**src/rtl/pts_pkg.sv**
```systemverilog
package pts_pkg;

   typedef enum logic [1:0] {
      RXM_V1_L4  = 2'd0,
      RXM_V2_EVT = 2'd1,
      RXM_RSV2   = 2'd2,
      RXM_RSV3   = 2'd3
   } rx_mode_e;

   // field positions in the match word
   localparam int MATCH_PORT_LSB = 16;
   localparam int MATCH_PORT_MSB = 31;

   // field positions in the ethertype filter word
   localparam int ETF_FLT_EN_BIT = 31;
   localparam int ETF_TS_EN_BIT  = 30;
   localparam int ETF_TYPE_MSB   = 15;

   // highest version-2 event message type
   localparam int V2_EVENT_LAST = 3;

   localparam logic [15:0] PTP_EVENT_PORT = 16'd319;
   localparam logic [15:0] PTP_ETHERTYPE  = 16'h88F7;

endpackage

```
**src/rtl/pts_rx_qual.sv**
```systemverilog
module pts_rx_qual
   import pts_pkg::*;
#(
   parameter int MSG_W     = 4,
   parameter bit L2_FILTER = 1'b1
) (
   input  rx_mode_e          mode,
   input  logic [31:0]       match_cfg,
   input  logic [31:0]       etf_cfg,
   input  logic              is_udp,
   input  logic [15:0]       dport,
   input  logic [15:0]       etype,
   input  logic              is_v2,
   input  logic [MSG_W-1:0]  msg_type,
   output logic              hit
);

   localparam logic [MSG_W-1:0] EVT_LIMIT = MSG_W'(V2_EVENT_LAST + 1);

   logic udp_hit;
   logic l2_hit;
   logic v1_hit;
   logic v2_hit;

   assign udp_hit = is_udp && (dport == match_cfg[MATCH_PORT_MSB:MATCH_PORT_LSB]);

   generate
      if (L2_FILTER) begin : g_l2
         logic unused_etf;
         assign l2_hit = !is_udp && etf_cfg[ETF_FLT_EN_BIT] && etf_cfg[ETF_TS_EN_BIT]
                         && (etype == etf_cfg[ETF_TYPE_MSB:0]);
         assign unused_etf = ^etf_cfg[ETF_TS_EN_BIT-1:ETF_TYPE_MSB+1];
      end else begin : g_no_l2
         logic unused_etf;
         assign l2_hit = 1'b0;
         assign unused_etf = ^{etf_cfg, etype};
      end
   endgenerate

   logic unused_match;
   assign unused_match = ^match_cfg[MATCH_PORT_LSB-1:MSG_W];

   assign v1_hit = udp_hit && !is_v2 && (msg_type == match_cfg[MSG_W-1:0]);
   assign v2_hit = is_v2 && (msg_type < EVT_LIMIT) && (udp_hit || l2_hit);

   always_comb begin
      case (mode)
         RXM_V1_L4:  hit = v1_hit;
         RXM_V2_EVT: hit = v2_hit;
         default:    hit = 1'b0;
      endcase
   end

endmodule

```
**src/rtl/pts_lock_latch.sv**
```systemverilog
module pts_lock_latch #(
   parameter int TS_W = 64
) (
   input  logic            clk,
   input  logic            rst_n,
   input  logic [TS_W-1:0] time_in,
   input  logic            cap_req,
   input  logic            rd_hi,
   output logic [TS_W-1:0] stamp,
   output logic            valid
);

   always_ff @(posedge clk) begin
      if (!rst_n) begin
         stamp <= '0;
         valid <= 1'b0;
      end else if (valid) begin
         if (rd_hi) valid <= 1'b0;
      end else if (cap_req) begin
         stamp <= time_in;
         valid <= 1'b1;
      end
   end

   a_r2_capture: assert property (@(posedge clk) disable iff (!rst_n)
      (!valid && cap_req) |=> (valid && stamp == $past(time_in)));

   a_r3_locked_hold: assert property (@(posedge clk) disable iff (!rst_n)
      (valid && !rd_hi) |=> (valid && $stable(stamp)));

   a_r4_release: assert property (@(posedge clk) disable iff (!rst_n)
      (valid && rd_hi) |=> (!valid && $stable(stamp)));

   a_r4_idle_read: assert property (@(posedge clk) disable iff (!rst_n)
      (!valid && !cap_req) |=> (!valid && $stable(stamp)));

endmodule

```
**src/rtl/pts_latch_top.sv**
```systemverilog
module pts_latch_top
   import pts_pkg::*;
#(
   parameter int TS_W      = 64,
   parameter int MSG_W     = 4,
   parameter bit L2_FILTER = 1'b1
) (
   input  logic             clk,
   input  logic             rst_n,
   input  logic [TS_W-1:0]  time_cnt,
   input  logic             rx_en,
   input  logic [1:0]       rx_mode,
   input  logic [31:0]      rx_match_cfg,
   input  logic [31:0]      rx_etf_cfg,
   input  logic             rx_sof,
   input  logic             rx_is_udp,
   input  logic [15:0]      rx_dport,
   input  logic [15:0]      rx_etype,
   input  logic             rx_is_v2,
   input  logic [MSG_W-1:0] rx_msg_type,
   input  logic             rx_rd_hi,
   output logic [TS_W-1:0]  rx_stamp,
   output logic             rx_valid,
   input  logic             tx_en,
   input  logic             tx_sof,
   input  logic             tx_mark,
   input  logic             tx_rd_hi,
   output logic [TS_W-1:0]  tx_stamp,
   output logic             tx_valid
);

   generate
      if (TS_W < 2 || TS_W > 128) begin : g_bad_ts_w
         $error("pts_latch_top: TS_W must lie in 2..128");
      end
      if (MSG_W < 3 || MSG_W > 16) begin : g_bad_msg_w
         $error("pts_latch_top: MSG_W must lie in 3..16");
      end
   endgenerate

   logic rx_hit;
   logic rx_cap;
   logic tx_cap;

   pts_rx_qual #(
      .MSG_W     (MSG_W),
      .L2_FILTER (L2_FILTER)
   ) u_qual (
      .mode      (rx_mode_e'(rx_mode)),
      .match_cfg (rx_match_cfg),
      .etf_cfg   (rx_etf_cfg),
      .is_udp    (rx_is_udp),
      .dport     (rx_dport),
      .etype     (rx_etype),
      .is_v2     (rx_is_v2),
      .msg_type  (rx_msg_type),
      .hit       (rx_hit)
   );

   assign rx_cap = rx_en && rx_sof && rx_hit;
   assign tx_cap = tx_en && tx_sof && tx_mark;

   pts_lock_latch #(.TS_W(TS_W)) u_rx_latch (
      .clk     (clk),
      .rst_n   (rst_n),
      .time_in (time_cnt),
      .cap_req (rx_cap),
      .rd_hi   (rx_rd_hi),
      .stamp   (rx_stamp),
      .valid   (rx_valid)
   );

   pts_lock_latch #(.TS_W(TS_W)) u_tx_latch (
      .clk     (clk),
      .rst_n   (rst_n),
      .time_in (time_cnt),
      .cap_req (tx_cap),
      .rd_hi   (tx_rd_hi),
      .stamp   (tx_stamp),
      .valid   (tx_valid)
   );

   a_r6_rx_disabled: assert property (@(posedge clk) disable iff (!rst_n)
      (!rx_en && !rx_valid) |=> !rx_valid);

   a_r10_reserved_mode: assert property (@(posedge clk) disable iff (!rst_n)
      (rx_mode[1] && !rx_valid) |=> !rx_valid);

   a_r11_tx_unmarked: assert property (@(posedge clk) disable iff (!rst_n)
      (!tx_mark && !tx_valid) |=> !tx_valid);

   a_r5_no_relock: assert property (@(posedge clk) disable iff (!rst_n)
      (rx_valid && rx_rd_hi) |=> !rx_valid);

endmodule

```
**config.mk**
```make
export PLATFORM = sky130hd
export DESIGN_NAME = pts_latch_top
export DESIGN_NICKNAME = d
export VERILOG_FILES = /design/src/rtl/pts_pkg.sv /design/src/rtl/pts_rx_qual.sv /design/src/rtl/pts_lock_latch.sv /design/src/rtl/pts_latch_top.sv
export SDC_FILE = /design/constraint.sdc
export NUM_CORES = 1
export LEC_CHECK = 0
export BUFFER_PORTS_ARGS = -buffer_cell sky130_fd_sc_hd__buf_2
export CAP_MARGIN = 20
export CORE_MARGIN = 1.5
export CORE_UTILIZATION = 40
export DETAILED_ROUTE_END_ITERATION = 10
export PLACE_DENSITY_LB_ADDON = 0.05
export SYNTH_ARGS = -nofsm -noshare
export SYNTH_HDL_FRONTEND = slang
export SYNTH_HIERARCHICAL = 1
export SYNTH_SLANG_ARGS = --single-unit
```
**constraint.sdc**
```tcl
create_clock -name clk -period 2 [get_ports clk]
set_input_delay 0.4 -clock clk [delete_from_list [all_inputs] [get_ports clk]]
set_output_delay 0.4 -clock clk [all_outputs]
set_load 0.01 [all_outputs]
```
### Word-level counts from Yosys, hierarchy flattened

Index checks and enable logic that the tools add are counted.

* register bits after elaboration: 130
* input bits: 177
* output and inout port bits: 130
* logic and storage cells: 36

* $lt $le $gt $ge: 1
* reductions and logical operators: 18
* equality and inequality tests: 4
* multiplexer cells: 7
* bitwise operators: 2

Operator list (count)
* 16-bit == test: 2
* 1-bit logical AND: 12
* 1-bit 2-to-1 mux: 6
* 4-bit == test: 1
* 4-bit by 3-bit < comparator with 1-bit output (second input constant): 1
* 2-bit AND reduction: 2
* 2-bit by 1-bit == test with 1-bit output (second input constant): 1
* 1-bit zero test: 2
* 2-bit zero test: 1
* 1-bit inverter: 2
* 1-bit case mux with 2 select lines: 1
* 1-bit logical OR: 1

### Longest topological paths before layout

Gate-level depths: netlist (run 1).

* depth in word-level cells: 10
* gate-level depth with buffers: 10
* gate-level depth less buffers: 8

### Hierarchy

Netlist (run 1), hierarchy kept.

Modules (own cells, without submodules)
* pts_lock_latch: seq. area each 1301.2 µm², instances 2, area an instance 2661.3 µm², cells an instance 281
* pts_rx_qual: seq. area each 0.0 µm², instances 1, area an instance 439.2 µm², cells an instance 54
* pts_latch_top: seq. area each 0.0 µm², instances 1, area an instance 12.5 µm², cells an instance 2

### Least setup slack after synthesis (run 1)

Ideal clock, no wire load.

* path kind: input -> register
* start: in rx_match_cfg[23]
* end: reg u_rx_latch.stamp[0]
* setup time: 0.072 ns
* required time: 1.928 ns
* arrival: 1.993 ns
* stages on the path: 10
* setup slack: -0.064 ns
* cell sequence: xnor2_1 -> nand4_1 -> nor4b_2 -> nand4_1 -> o41ai_2 -> and3_1 -> nor2b_4 -> buf_12 -> buf_12 -> mux2i_1

* word-level cells in the longest chain between the ends: 7

Ends and longest elaborated chain
* start: declaration: RTL line pts_latch_top.sv:13 `input logic [31:0] rx_match_cfg,`
* 16-bit == test *: RTL line pts_rx_qual.sv:25 `assign udp_hit = is_udp && (dport == match_cfg[MATCH_PORT_MSB:MATCH_PORT_LSB]);`
* 1-bit logical AND *: RTL line pts_rx_qual.sv:25
* 1-bit logical OR / 1-bit logical AND (equally long branches): RTL line pts_rx_qual.sv:44, pts_rx_qual.sv:43
* 1-bit logical AND (on tied branches): RTL line pts_rx_qual.sv:44, pts_rx_qual.sv:43
* 1-bit case mux with 2 select lines *: RTL line pts_rx_qual.sv:47 `case (mode)`
* via rx_hit: RTL line pts_latch_top.sv:41 `logic rx_hit;`
* 1-bit logical AND *: RTL line pts_latch_top.sv:60 `assign rx_cap = rx_en && rx_sof && rx_hit;`
* via rx_cap: RTL line pts_latch_top.sv:42 `logic rx_cap;`
* 2-bit AND reduction (no source line) *
* end signal: assignment: RTL line pts_lock_latch.sv:20 `stamp <= time_in;`
* end: declaration: RTL line pts_lock_latch.sv:9 `output logic [TS_W-1:0] stamp,`

The timed path passes the listed nets; every way through them passes the cells marked *.
A chain may end at the register's enable or synchronous reset.

### Worst setup path after layout (run 1)

* start: in rx_dport[9]
* end: reg u_rx_latch.stamp[53]

* word-level cells in the longest chain between the ends: 7

Ends and longest elaborated chain
* start: declaration: RTL line pts_latch_top.sv:17 `input logic [15:0] rx_dport,`
* 16-bit == test *: RTL line pts_rx_qual.sv:25
* 1-bit logical AND *: RTL line pts_rx_qual.sv:25
* 1-bit logical OR / 1-bit logical AND (equally long branches): RTL line pts_rx_qual.sv:44, pts_rx_qual.sv:43
* 1-bit logical AND (on tied branches): RTL line pts_rx_qual.sv:44, pts_rx_qual.sv:43
* 1-bit case mux with 2 select lines *: RTL line pts_rx_qual.sv:47
* via rx_hit: RTL line pts_latch_top.sv:41
* 1-bit logical AND *: RTL line pts_latch_top.sv:60
* via rx_cap: RTL line pts_latch_top.sv:42
* 2-bit AND reduction (no source line) *

Marks and branches as above.

==> results.json, run 1 <==
{
  "outcome": "finished, violations left",
  "violations": "setup timing",
  "post-place-ws_ns": -0.466,
  "antenna_found_initial": 2,
  "coreArea_um2": 14000,
  "drive_gt1_share_pct": 37.0,
  "irDropWorstVdd_uv": 573,
  "path_class": "in -> reg",
  "drc": 0,
  "layout.cells.most_common_list": "buf_2, nand2_1, dfxtp_1, mux2i_1, clkbuf_16",
  "placed_cells": 1044,
  "hpwl_mm": 11.6,
  "portBuffers": 280,
  "layout_min_cycle_time_ns": 2.06,
  "synth_area_leaders": "dfxtp_1, mux2i_1, nand2_1",
  "yosysSeqAreaShare_pct": 45.1,
  "path_clk_slew_ns": 0.06,
  "vias": 5061,
  "die_width_um": 123,
  "maxSlewHeadroom_pct": 77.1,
  "p_total_w": 0.00651,
  "slew_viol_final": 0,
  "setup_ws_ns": -0.0615,
  "grt_pass1_wl_mm": 23.7,
  "cp_max_fo": 8,
  "htreeDepth": 4,
  "fmax_mhz": 485,
  "startpoint_type": "primary input",
  "finalHoldViolCount": 0,
  "synth_top_area_cell": "dfxtp_1",
  "cts_buffer_depth": 2,
  "rsz0062_at_grt": "true",
  "first_iter_violations": 288,
  "grt_overflow": 0,
  "cts_buffers": 17,
  "die_h_um": 123,
  "grt_use_total_pct": 20.5,
  "arrival_ns": 2.39,
  "synth_warnings": 6,
  "vias_per_cell": 4.67,
  "powerDensity_nw_per_um2": 818,
  "dr.pass1.iters": 4,
  "tritoncts": "done",
  "finalCritPeriodShare_pct": 103,
  "final_common_cell": "buf_2",
  "ys_seq_elements": 130,
  "routed_wl_mm": 16.0,
  "holdWs_ns": 0.249,
  "tightest_slew_ns": 0.342,
  "finalSetupViolations": 41,
  "place_area_um2": 7140,
  "gp_congestion": 0.840,
  "p_leak_nw": 3.68,
  "synth_top_area_share_pct": 45.1,
  "synthCells": 618,
  "clk_latency_ns": 0.40,
  "grt_pass1_vias": 4930,
  "final_area_um2": 7960,
  "wl_per_cell_um": 14.7,
  "syn-mean-instance-area_um2": 9.34,
  "initial_utilization_pct": 41.3,
  "required_ns": 2.33,
  "final_net_count": 1067,
  "worstSetupEndpointType": "flip-flop",
  "cts.sinks": 130,
  "ant_nets": 0,
  "holdCritPathClass": "in -> reg",
  "finalNonFillerCells": 1084,
  "dieArea_um2": 15200,
  "rows": 43,
  "synth.net_count": 795,
  "synth_area_um2": 5770,
  "cap_violations": 0,
  "grt_max_degree": 80,
  "io_pins": 307,
  "root_buffer": "clkbuf_16",
  "synth.distinct_cells": 20,
  "skew_ns": 0.00461,
  "syn2layout_area_growth_pct": 37.9
}
-- worst max-delay path, cell delays in order --
cell,delay (ns)
buf_6,0.10
xnor2_2,0.13
nand4_1,0.13
nor4b_2,0.33
nand4_1,0.14
o41ai_2,0.20
and3_1,0.22
nor2b_4,0.21
buf_6,0.16
clkbuf_16,0.17
mux2i_1,0.18
-- per-layer routing --
layer	vias to the layer above	routed length [um]	GRT usage [%]
li1	2552	-	-
met1	2296	6340	22.7
met2	193	8080	36.9
met3	18	1250	6.96
met4	2	277	6.75
met5	-	13	0
-- through the flow --
step	setup TNS [ns]	util (%)
after global routing	-10.87	56.9
final	-1.00	56.9
after floorplan	-3.09	-
after CTS	-0.0228	56.3
after global placement	-24.64	51.1
after detailed placement	-27.19	51.1
-- final timing paths --
path,start,end,slack (ns),cells past startpoint
worst max-delay path,rx_dport[9],u_rx_latch/stamp[53]$_SDFFE_PN0P_,-0.06,11
worst min-delay path,time_cnt[41],u_tx_latch/stamp[41]$_SDFFE_PN0P_,0.25,3
worst min register to register,u_rx_latch/stamp[20]$_SDFFE_PN0P_,u_rx_latch/stamp[20]$_SDFFE_PN0P_,0.45,2
worst max register to register,u_tx_latch/valid$_SDFF_PN0_,u_tx_latch/stamp[28]$_SDFFE_PN0P_,0.83,3
-- report_power, final --
group          total, W  switching, W  internal (W)
combinational  0.000577      0.000301      0.000276
sequential      0.00266     0.0000240       0.00264
clock           0.00327       0.00110       0.00217
-- cell type report --
class                   count  area (um2)
clock inverters            10         156
diodes                      2        5.00
well taps                 180         225
fillers                  1312        6030
flip-flops and latches    130        2600
clock buffers              21         470
repair buffers            295        1720
multi-input cells         446        2780
-- cells in the mapped netlist --
| library cell | n |
|---|---|
| nand4_1 | 6 |
| xor2_1 | 15 |
| mux2i_1 | 128 |
| dfxtp_1 | 130 |
| nand3_1 | 3 |
| nor4b_2 | 1 |
| buf_2 | 24 |
| o41ai_1 | 1 |
| buf_4 | 2 |
| nor4_1 | 3 |
| nor2b_4 | 2 |
| o211a_1 | 2 |
| o41ai_2 | 1 |
| clkbuf_1 | 2 |
| and3_1 | 2 |
| nor3_1 | 1 |
| buf_12 | 14 |
| nor2_1 | 2 |
| xnor2_1 | 21 |
| nand2_1 | 258 |
-- cells by family (layout without fill, tap and decap cells) --
| family | count (synthesis) | after routing | synth area share (%) |
|---|---|---|---|
| AO/OA/AOI/OAI | 4 | 4 | 0.780 |
| XOR/XNOR | 36 | 36 | 5.46 |
| buffers and inverters | 42 | 326 | 7.32 |
| flip-flops | 130 | 130 | 45.1 |
| multiplexers | 128 | 128 | 22.2 |
| other | 0 | 2 | 0 |
| AND/OR/NAND/NOR | 278 | 278 | 19.2 |
-- sequential cells by signal, indices dropped and copies added (netlist names) --
| register | count |
|---|---|
| u_rx_latch/stamp | 64 |
| u_tx_latch/stamp | 64 |
| u_tx_latch/valid | 1 |
| u_rx_latch/valid | 1 |
-- what timing repair did --
action / in CTS / in global routing
endpoints found under the setup margin: 45 / 64
gates resized for setup: 8 / 2
hold buffers: 0 / 0
gates cloned: 2 / 3
endpoints found under the hold margin: 0 / 0
setup buffers: 2 / 0
pin swaps: 2 / 4
Power figures use the tool's default switching activity.
==> run 2, diff against run 1 <==
--- a/config.mk
+++ b/config.mk
@@ -9,8 +9,11 @@
 export CAP_MARGIN = 20
 export CORE_MARGIN = 1.5
 export CORE_UTILIZATION = 40
+export CTS_CLUSTER_SIZE = 8
 export DETAILED_ROUTE_END_ITERATION = 10
 export PLACE_DENSITY_LB_ADDON = 0.05
+export SETUP_SLACK_MARGIN = 0.15
+export SLEW_MARGIN = 15
 export SYNTH_ARGS = -nofsm -noshare
 export SYNTH_HDL_FRONTEND = slang
 export SYNTH_HIERARCHICAL = 1
==> run 2 against run 1 <==
  * The run still ends with setup timing left
  * Fmax increased by 0.24%
  * Cell area up 1.4%
  * Worst hold slack is essentially flat
  * Sequential power about the same
  * Non-clock buffer count up 5
  * Critical endpoint is now u_rx_latch/stamp[45]$_SDFFE_PN0P_
  * First-iteration DRC count grew 2.8%
  * Global-route usage is 0.55 points higher
  * Die area stayed put
==> results.json, run 2 (synthesized netlist as in run 1, its figures left out) <==
{
  "cts_buffers": 17,
  "skew_ns": 0.00491,
  "p_int_w": 0.00509,
  "fmax_mhz": 486,
  "critPathMaxStageDelay_ns": 0.31,
  "powerDensity_nw_per_um2": 807,
  "violations": "setup timing",
  "clkPwrFrac_pct": 50.3,
  "reg.largest.list": "u_rx_latch/stamp (64), u_tx_latch/stamp (64)",
  "setup_ws_ns": -0.0565,
  "rows": 43,
  "grt_pass1_wl_mm": 24.2,
  "ant_nets": 0,
  "drive_gt1_share_pct": 37.3,
  "p_comb_share_pct": 8.9,
  "fill_cells": 1294,
  "die_h_um": 123,
  "sw_frac_of_total_pct": 21.9,
  "drc": 0,
  "wl_per_cell_um": 15.0,
  "grt_overflow": 0,
  "cp_max_fo": 4,
  "irDropWorstVdd_uv": 581,
  "p_leak_nw": 3.73,
  "antenna_found_initial": 2,
  "cap_violations": 0,
  "arrival_ns": 2.38,
  "regArea_um2": 2600,
  "regToRegSetupSlack_ns": 0.83,
  "grt_max_degree": 80,
  "worst_path_max_delay_cell": "nor4b_2",
  "tightest_slew_ns": 0.353,
  "layout_min_cycle_time_ns": 2.06,
  "post-place-ws_ns": -0.466,
  "final_util_pct": 57.7,
  "path_delay_family": "simple AND/OR/NAND/NOR gates",
  "die_width_um": 123,
  "htreeDepth": 4,
  "cts.sinks": 130,
  "finalHoldViolCount": 0,
  "final_common_cell": "buf_2",
  "finalCritPeriodShare_pct": 103,
  "hpwl_mm": 11.6,
  "portBuffers": 280,
  "clk_latency_ns": 0.40,
  "startpoint_type": "primary input",
  "syn2layout_area_growth_pct": 39.8,
  "seqPwrFrac_pct": 40.9,
  "grt_pass1_vias": 4962,
  "vias_per_cell": 4.65,
  "tritoncts": "done",
  "crit_path_cell_trace": "buf_8, xnor2_2, nand4_1, nor4b_2, nand4_1, o41ai_2, and3_1, nor2b_4, buf_6, buf_6, buf_16, mux2i_1",
  "gp_congestion": 0.840,
  "path_clk_slew_ns": 0.05,
  "outcome": "finished, violations left",
  "layout.cells.most_common_list": "buf_2, nand2_1, dfxtp_1, mux2i_1, clkbuf_16",
  "p_sw_w": 0.00143,
  "slew_viol_final": 0,
  "path_buf_inv": 4,
  "required_ns": 2.33,
  "initial_utilization_pct": 41.3,
  "rsz0062_at_grt": "true",
  "dr.pass1.iters": 4,
  "routed_wl_mm": 16.4,
  "finalSetupViolations": 16,
  "cts_buffer_depth": 2,
  "maxSlewHeadroom_pct": 76.4,
  "p_total_w": 0.00651,
  "grt_use_total_pct": 21.1,
  "worstSetupEndpointType": "flip-flop",
  "coreArea_um2": 14000,
  "root_buffer": "clkbuf_16",
  "dieArea_um2": 15200,
  "io_pins": 307,
  "first_iter_violations": 296,
  "vias": 5067,
  "fin_setup_tns_ns": -0.394,
  "holdCritPathClass": "in -> reg",
  "path_class": "in -> reg",
  "multi_input_area_um2": 2780,
  "final_net_count": 1072
}
run 2: metal layers:
metal / wire length [um] / global-route usage [%] / up-vias
met4: 277 / 6.75 / 2
met2: 8280 / 37.6 / 181
met3: 1360 / 7.29 / 18
met1: 6450 / 23.5 / 2300
li1: - / - / 2566
met5: 13 / 0 / -
run 2: path summary, 6_finish.rpt:
kind	cells past startpoint	end	from
max	12	u_rx_latch/stamp[45]$_SDFFE_PN0P_	rx_dport[9]
max reg2reg	5	u_rx_latch/stamp[45]$_SDFFE_PN0P_	u_rx_latch/valid$_SDFF_PN0_
min	3	u_tx_latch/stamp[3]$_SDFFE_PN0P_	time_cnt[3]
min reg2reg	2	u_rx_latch/stamp[20]$_SDFFE_PN0P_	u_rx_latch/stamp[20]$_SDFFE_PN0P_
run 2: power groups by stage:
| stage | clock network (W) | registers (W) | logic [W] |
|---|---|---|---|
| 6_report | 0.00327 | 0.00266 | 0.000580 |
| 3_5_place_dp | 0 | 0.00272 | 0.000575 |
| 4_1_cts | 0.00333 | 0.00266 | 0.000583 |
| 2_1_floorplan | 0 | 0.00274 | 0.000295 |
| 3_3_place_gp | 0 | 0.00271 | 0.000562 |
| 5_1_grt | 0.00348 | 0.00266 | 0.000639 |
run 2: timing repair:
item	4_1_cts	5_1_grt
cloned	4	3
endpoints found under the setup margin	64	64
resized for setup	12	3
hold buffers	0	0
buffers inserted	5	0
pin swaps	1	1
run 2: area by class of cell:
class	count	share of cell area (%)
tap	180	2.79
timing repair buffer	300	22.7
sequential	130	32.2
clock buffer	21	5.83
antenna	2	0.0620
clock inverter	10	1.94
multi-input combinational	446	34.4
run 2: worst reg2reg max path, delay by kind of cell (launching register included):
family / cells / cell delay, ns
muxes: 1 / 0.20
buffers and inverters: 3 / 0.39
and+or+nand+nor: 1 / 0.16
DFF: 1 / 0.35
run 2: through the flow:
step                instances  cell area, um2  hold WS [ns]
floorplan                 618            5800         0.479
global placement         1044            7140         0.439
detailed placement       1044            7140         0.446
CTS                      1084            7980         0.229
global route             1088            8070         0.237
finish                   1089            8070         0.249
==> run 3, diff against run 2 <==
--- a/config.mk
+++ b/config.mk
@@ -11,7 +11,7 @@
 export CORE_UTILIZATION = 40
 export CTS_CLUSTER_SIZE = 8
 export DETAILED_ROUTE_END_ITERATION = 10
-export PLACE_DENSITY_LB_ADDON = 0.05
+export PLACE_DENSITY = 0.75
 export SETUP_SLACK_MARGIN = 0.15
 export SLEW_MARGIN = 15
 export SYNTH_ARGS = -nofsm -noshare
==> run 3 against run 2 <==
  * The flow still finishes with violations (setup timing)
  * Combinational power grew 1%
  * Worst hold slack lost 0.014 ns
  * Clock skew grew 0.0024 ns
  * Fmax shrank 1.8%
  * Sequential share of layout area grew 0.085 points
  * Sequential cell count is the same
  * Core utilization shrank 0.15 points
  * First-iteration DRC count shrank 42%
  * Cell area shrank 0.26%
  * Sequential power is essentially flat
  * Critical path type unchanged
==> results.json, run 3 (synthesized netlist as in run 1, its figures left out) <==
{
  "ant_nets": 0,
  "grt_pass1_vias": 4723,
  "wl_per_cell_um": 14.1,
  "finalCritPeriodShare_pct": 105,
  "grt_pass1_wl_mm": 22.4,
  "die_width_um": 123,
  "setup_ws_ns": -0.0940,
  "grt_overflow": 0,
  "coreArea_um2": 14000,
  "final_net_count": 1073,
  "rr_worst_depth": 3,
  "root_buffer": "clkbuf_16",
  "p_sw_w": 0.00152,
  "startpoint_type": "primary input",
  "grt_max_degree": 65,
  "finalSetupViolations": 64,
  "tightest_slew_ns": 0.324,
  "vias_per_cell": 4.65,
  "rsz0062_at_grt": "true",
  "gp_congestion": 0.830,
  "vias": 5065,
  "final_util_pct": 57.5,
  "fill_cells": 1243,
  "clk_latency_ns": 0.41,
  "htreeDepth": 4,
  "path_buf_inv": 5,
  "path_clk_slew_ns": 0.06,
  "r2r-end": "u_tx_latch/stamp[19]$_SDFFE_PN0P_",
  "fmax_mhz": 478,
  "sw_frac_of_total_pct": 23.2,
  "skew_ns": 0.00734,
  "regToRegSetupSlack_ns": 0.83,
  "hp-start": "time_cnt[40]",
  "p_total_w": 0.00654,
  "antenna_found_initial": 0,
  "required_ns": 2.34,
  "reg.largest.list": "u_rx_latch/stamp (64), u_tx_latch/stamp (64)",
  "hpwl_mm": 11.0,
  "critPathMaxStageDelay_ns": 0.27,
  "holdCritPathClass": "in -> reg",
  "tritoncts": "done",
  "worst_path_max_delay_cell": "o41ai_2",
  "whs_endpoint": "u_tx_latch/stamp[40]$_SDFFE_PN0P_",
  "worstSetupEndpointType": "flip-flop",
  "p_comb_share_pct": 9.0,
  "die_h_um": 123,
  "irDropWorstVdd_uv": 532,
  "drive_gt1_share_pct": 37.6,
  "path_delay_family": "buffers and inverters",
  "dieArea_um2": 15200,
  "clkPwrFrac_pct": 50.4,
  "drc": 0,
  "cap_violations": 0,
  "io_pins": 307,
  "p_int_w": 0.00502,
  "cts.sinks": 130,
  "rr_startpoint": "u_tx_latch/valid$_SDFF_PN0_",
  "arrival_ns": 2.43,
  "violations": "setup timing",
  "layout_min_cycle_time_ns": 2.09,
  "p_leak_nw": 3.73,
  "holdPathStages": 3,
  "powerDensity_nw_per_um2": 813,
  "dr.pass1.iters": 5,
  "initial_utilization_pct": 41.3,
  "path_class": "in -> reg",
  "grt_use_total_pct": 19.4,
  "seqPwrFrac_pct": 40.6,
  "cts_buffers": 17,
  "antenna_cells": 0,
  "slew_viol_final": 0,
  "rows": 43,
  "layout.cells.most_common_list": "buf_2, nand2_1, dfxtp_1, mux2i_1, clkbuf_16",
  "syn2layout_area_growth_pct": 39.4,
  "finalHoldViolCount": 0,
  "routed_wl_mm": 15.4,
  "cp_max_fo": 8,
  "portBuffers": 280,
  "final_common_cell": "buf_2",
  "first_iter_violations": 172,
  "outcome": "finished, violations left",
  "cts_buffer_depth": 2,
  "crit_path_cell_trace": "buf_6, xnor2_2, nand3_1, o41ai_2, buf_4, nand4_1, o41ai_2, and3_1, nor2b_4, buf_6, buf_8, buf_16, mux2i_1",
  "maxSlewHeadroom_pct": 78.4
}
## run 3: changes by cell type in the layout (fill, tap and decap cells not counted), sizes merged
cell      before  now
buf          297  299
diode          2    0
clkinvlp       1    2
clkbuf        24   20
clkinv         5    4
inv            0    4
## run 3: worst max-delay path by stage
| stage | from | depth (start not counted) | slack (ns) | end |
|---|---|---|---|---|
| after floorplan | rx_match_cfg[23] | 10 | -0.05 | u_rx_latch/stamp[0]$_SDFFE_PN0P_ |
| after global placement | rx_msg_type[3] | 11 | -0.55 | u_rx_latch/stamp[28]$_SDFFE_PN0P_ |
| after detailed placement | rx_match_cfg[1] | 11 | -0.65 | u_rx_latch/stamp[20]$_SDFFE_PN0P_ |
| after CTS | rx_match_cfg[24] | 11 | -0.07 | u_rx_latch/stamp[43]$_SDFFE_PN0P_ |
| after global routing | rx_match_cfg[1] | 13 | -0.24 | u_rx_latch/stamp[32]$_SDFFE_PN0P_ |
| final | rx_match_cfg[1] | 13 | -0.09 | u_rx_latch/stamp[59]$_SDFFE_PN0P_ |
## run 3: layer usage
layer | global-route usage [%] | share of wire, %
met1 | 20.3 | 39
met4 | 11.3 | 3.7
met3 | 5.07 | 6.4
met5 | 0 | 0
met2 | 35.1 | 51
## run 3: worst reg2reg max path: cells and delay by family, from the launching register on
kind / cells / cell delay (ns)
and+or+nand+nor: 1 / 0.19
DFF: 1 / 0.35
buffers and inverters: 1 / 0.28
muxes: 1 / 0.28
## run 3: stage by stage
stage | area (um2) | setup slack [ns] | setup TNS [ns] | hold WS [ns] | cells
floorplan | 5800 | -0.0514 | -3.09 | 0.479 | 618
global placement | 7180 | -0.549 | -33.94 | 0.439 | 1048
detailed placement | 7180 | -0.652 | -37.76 | 0.444 | 1048
CTS | 7990 | -0.0695 | -2.13 | 0.218 | 1087
global route | 8050 | -0.237 | -11.72 | 0.220 | 1089
finish | 8050 | -0.0940 | -3.36 | 0.235 | 1089
## run 3: layout make-up
| class | count | area, um2 | share of cell area, % |
|---|---|---|---|
| timing repair buffer | 301 | 1800 | 22.3 |
| clock inverter | 14 | 201 | 2.50 |
| clock buffer | 18 | 429 | 5.33 |
| sequential | 130 | 2600 | 32.3 |
| multi-input combinational | 446 | 2790 | 34.7 |
| tap | 180 | 225 | 2.80 |
## run 3: repair_timing
action	in CTS	in global routing
cloned	3	2
hold endpoints to repair	0	0
hold buffers	0	0
buffers inserted	4	0
gates resized for setup	15	1
endpoints found under the setup margin	64	64
## run 3: power groups by stage
stage          combinational, W  clock [W]  sequential (W)
3_5_place_dp           0.000578          0         0.00271
5_1_grt                0.000645    0.00348         0.00266
3_3_place_gp           0.000573          0         0.00271
4_1_cts                0.000590    0.00336         0.00266
6_report               0.000587    0.00330         0.00266
2_1_floorplan          0.000295          0         0.00274
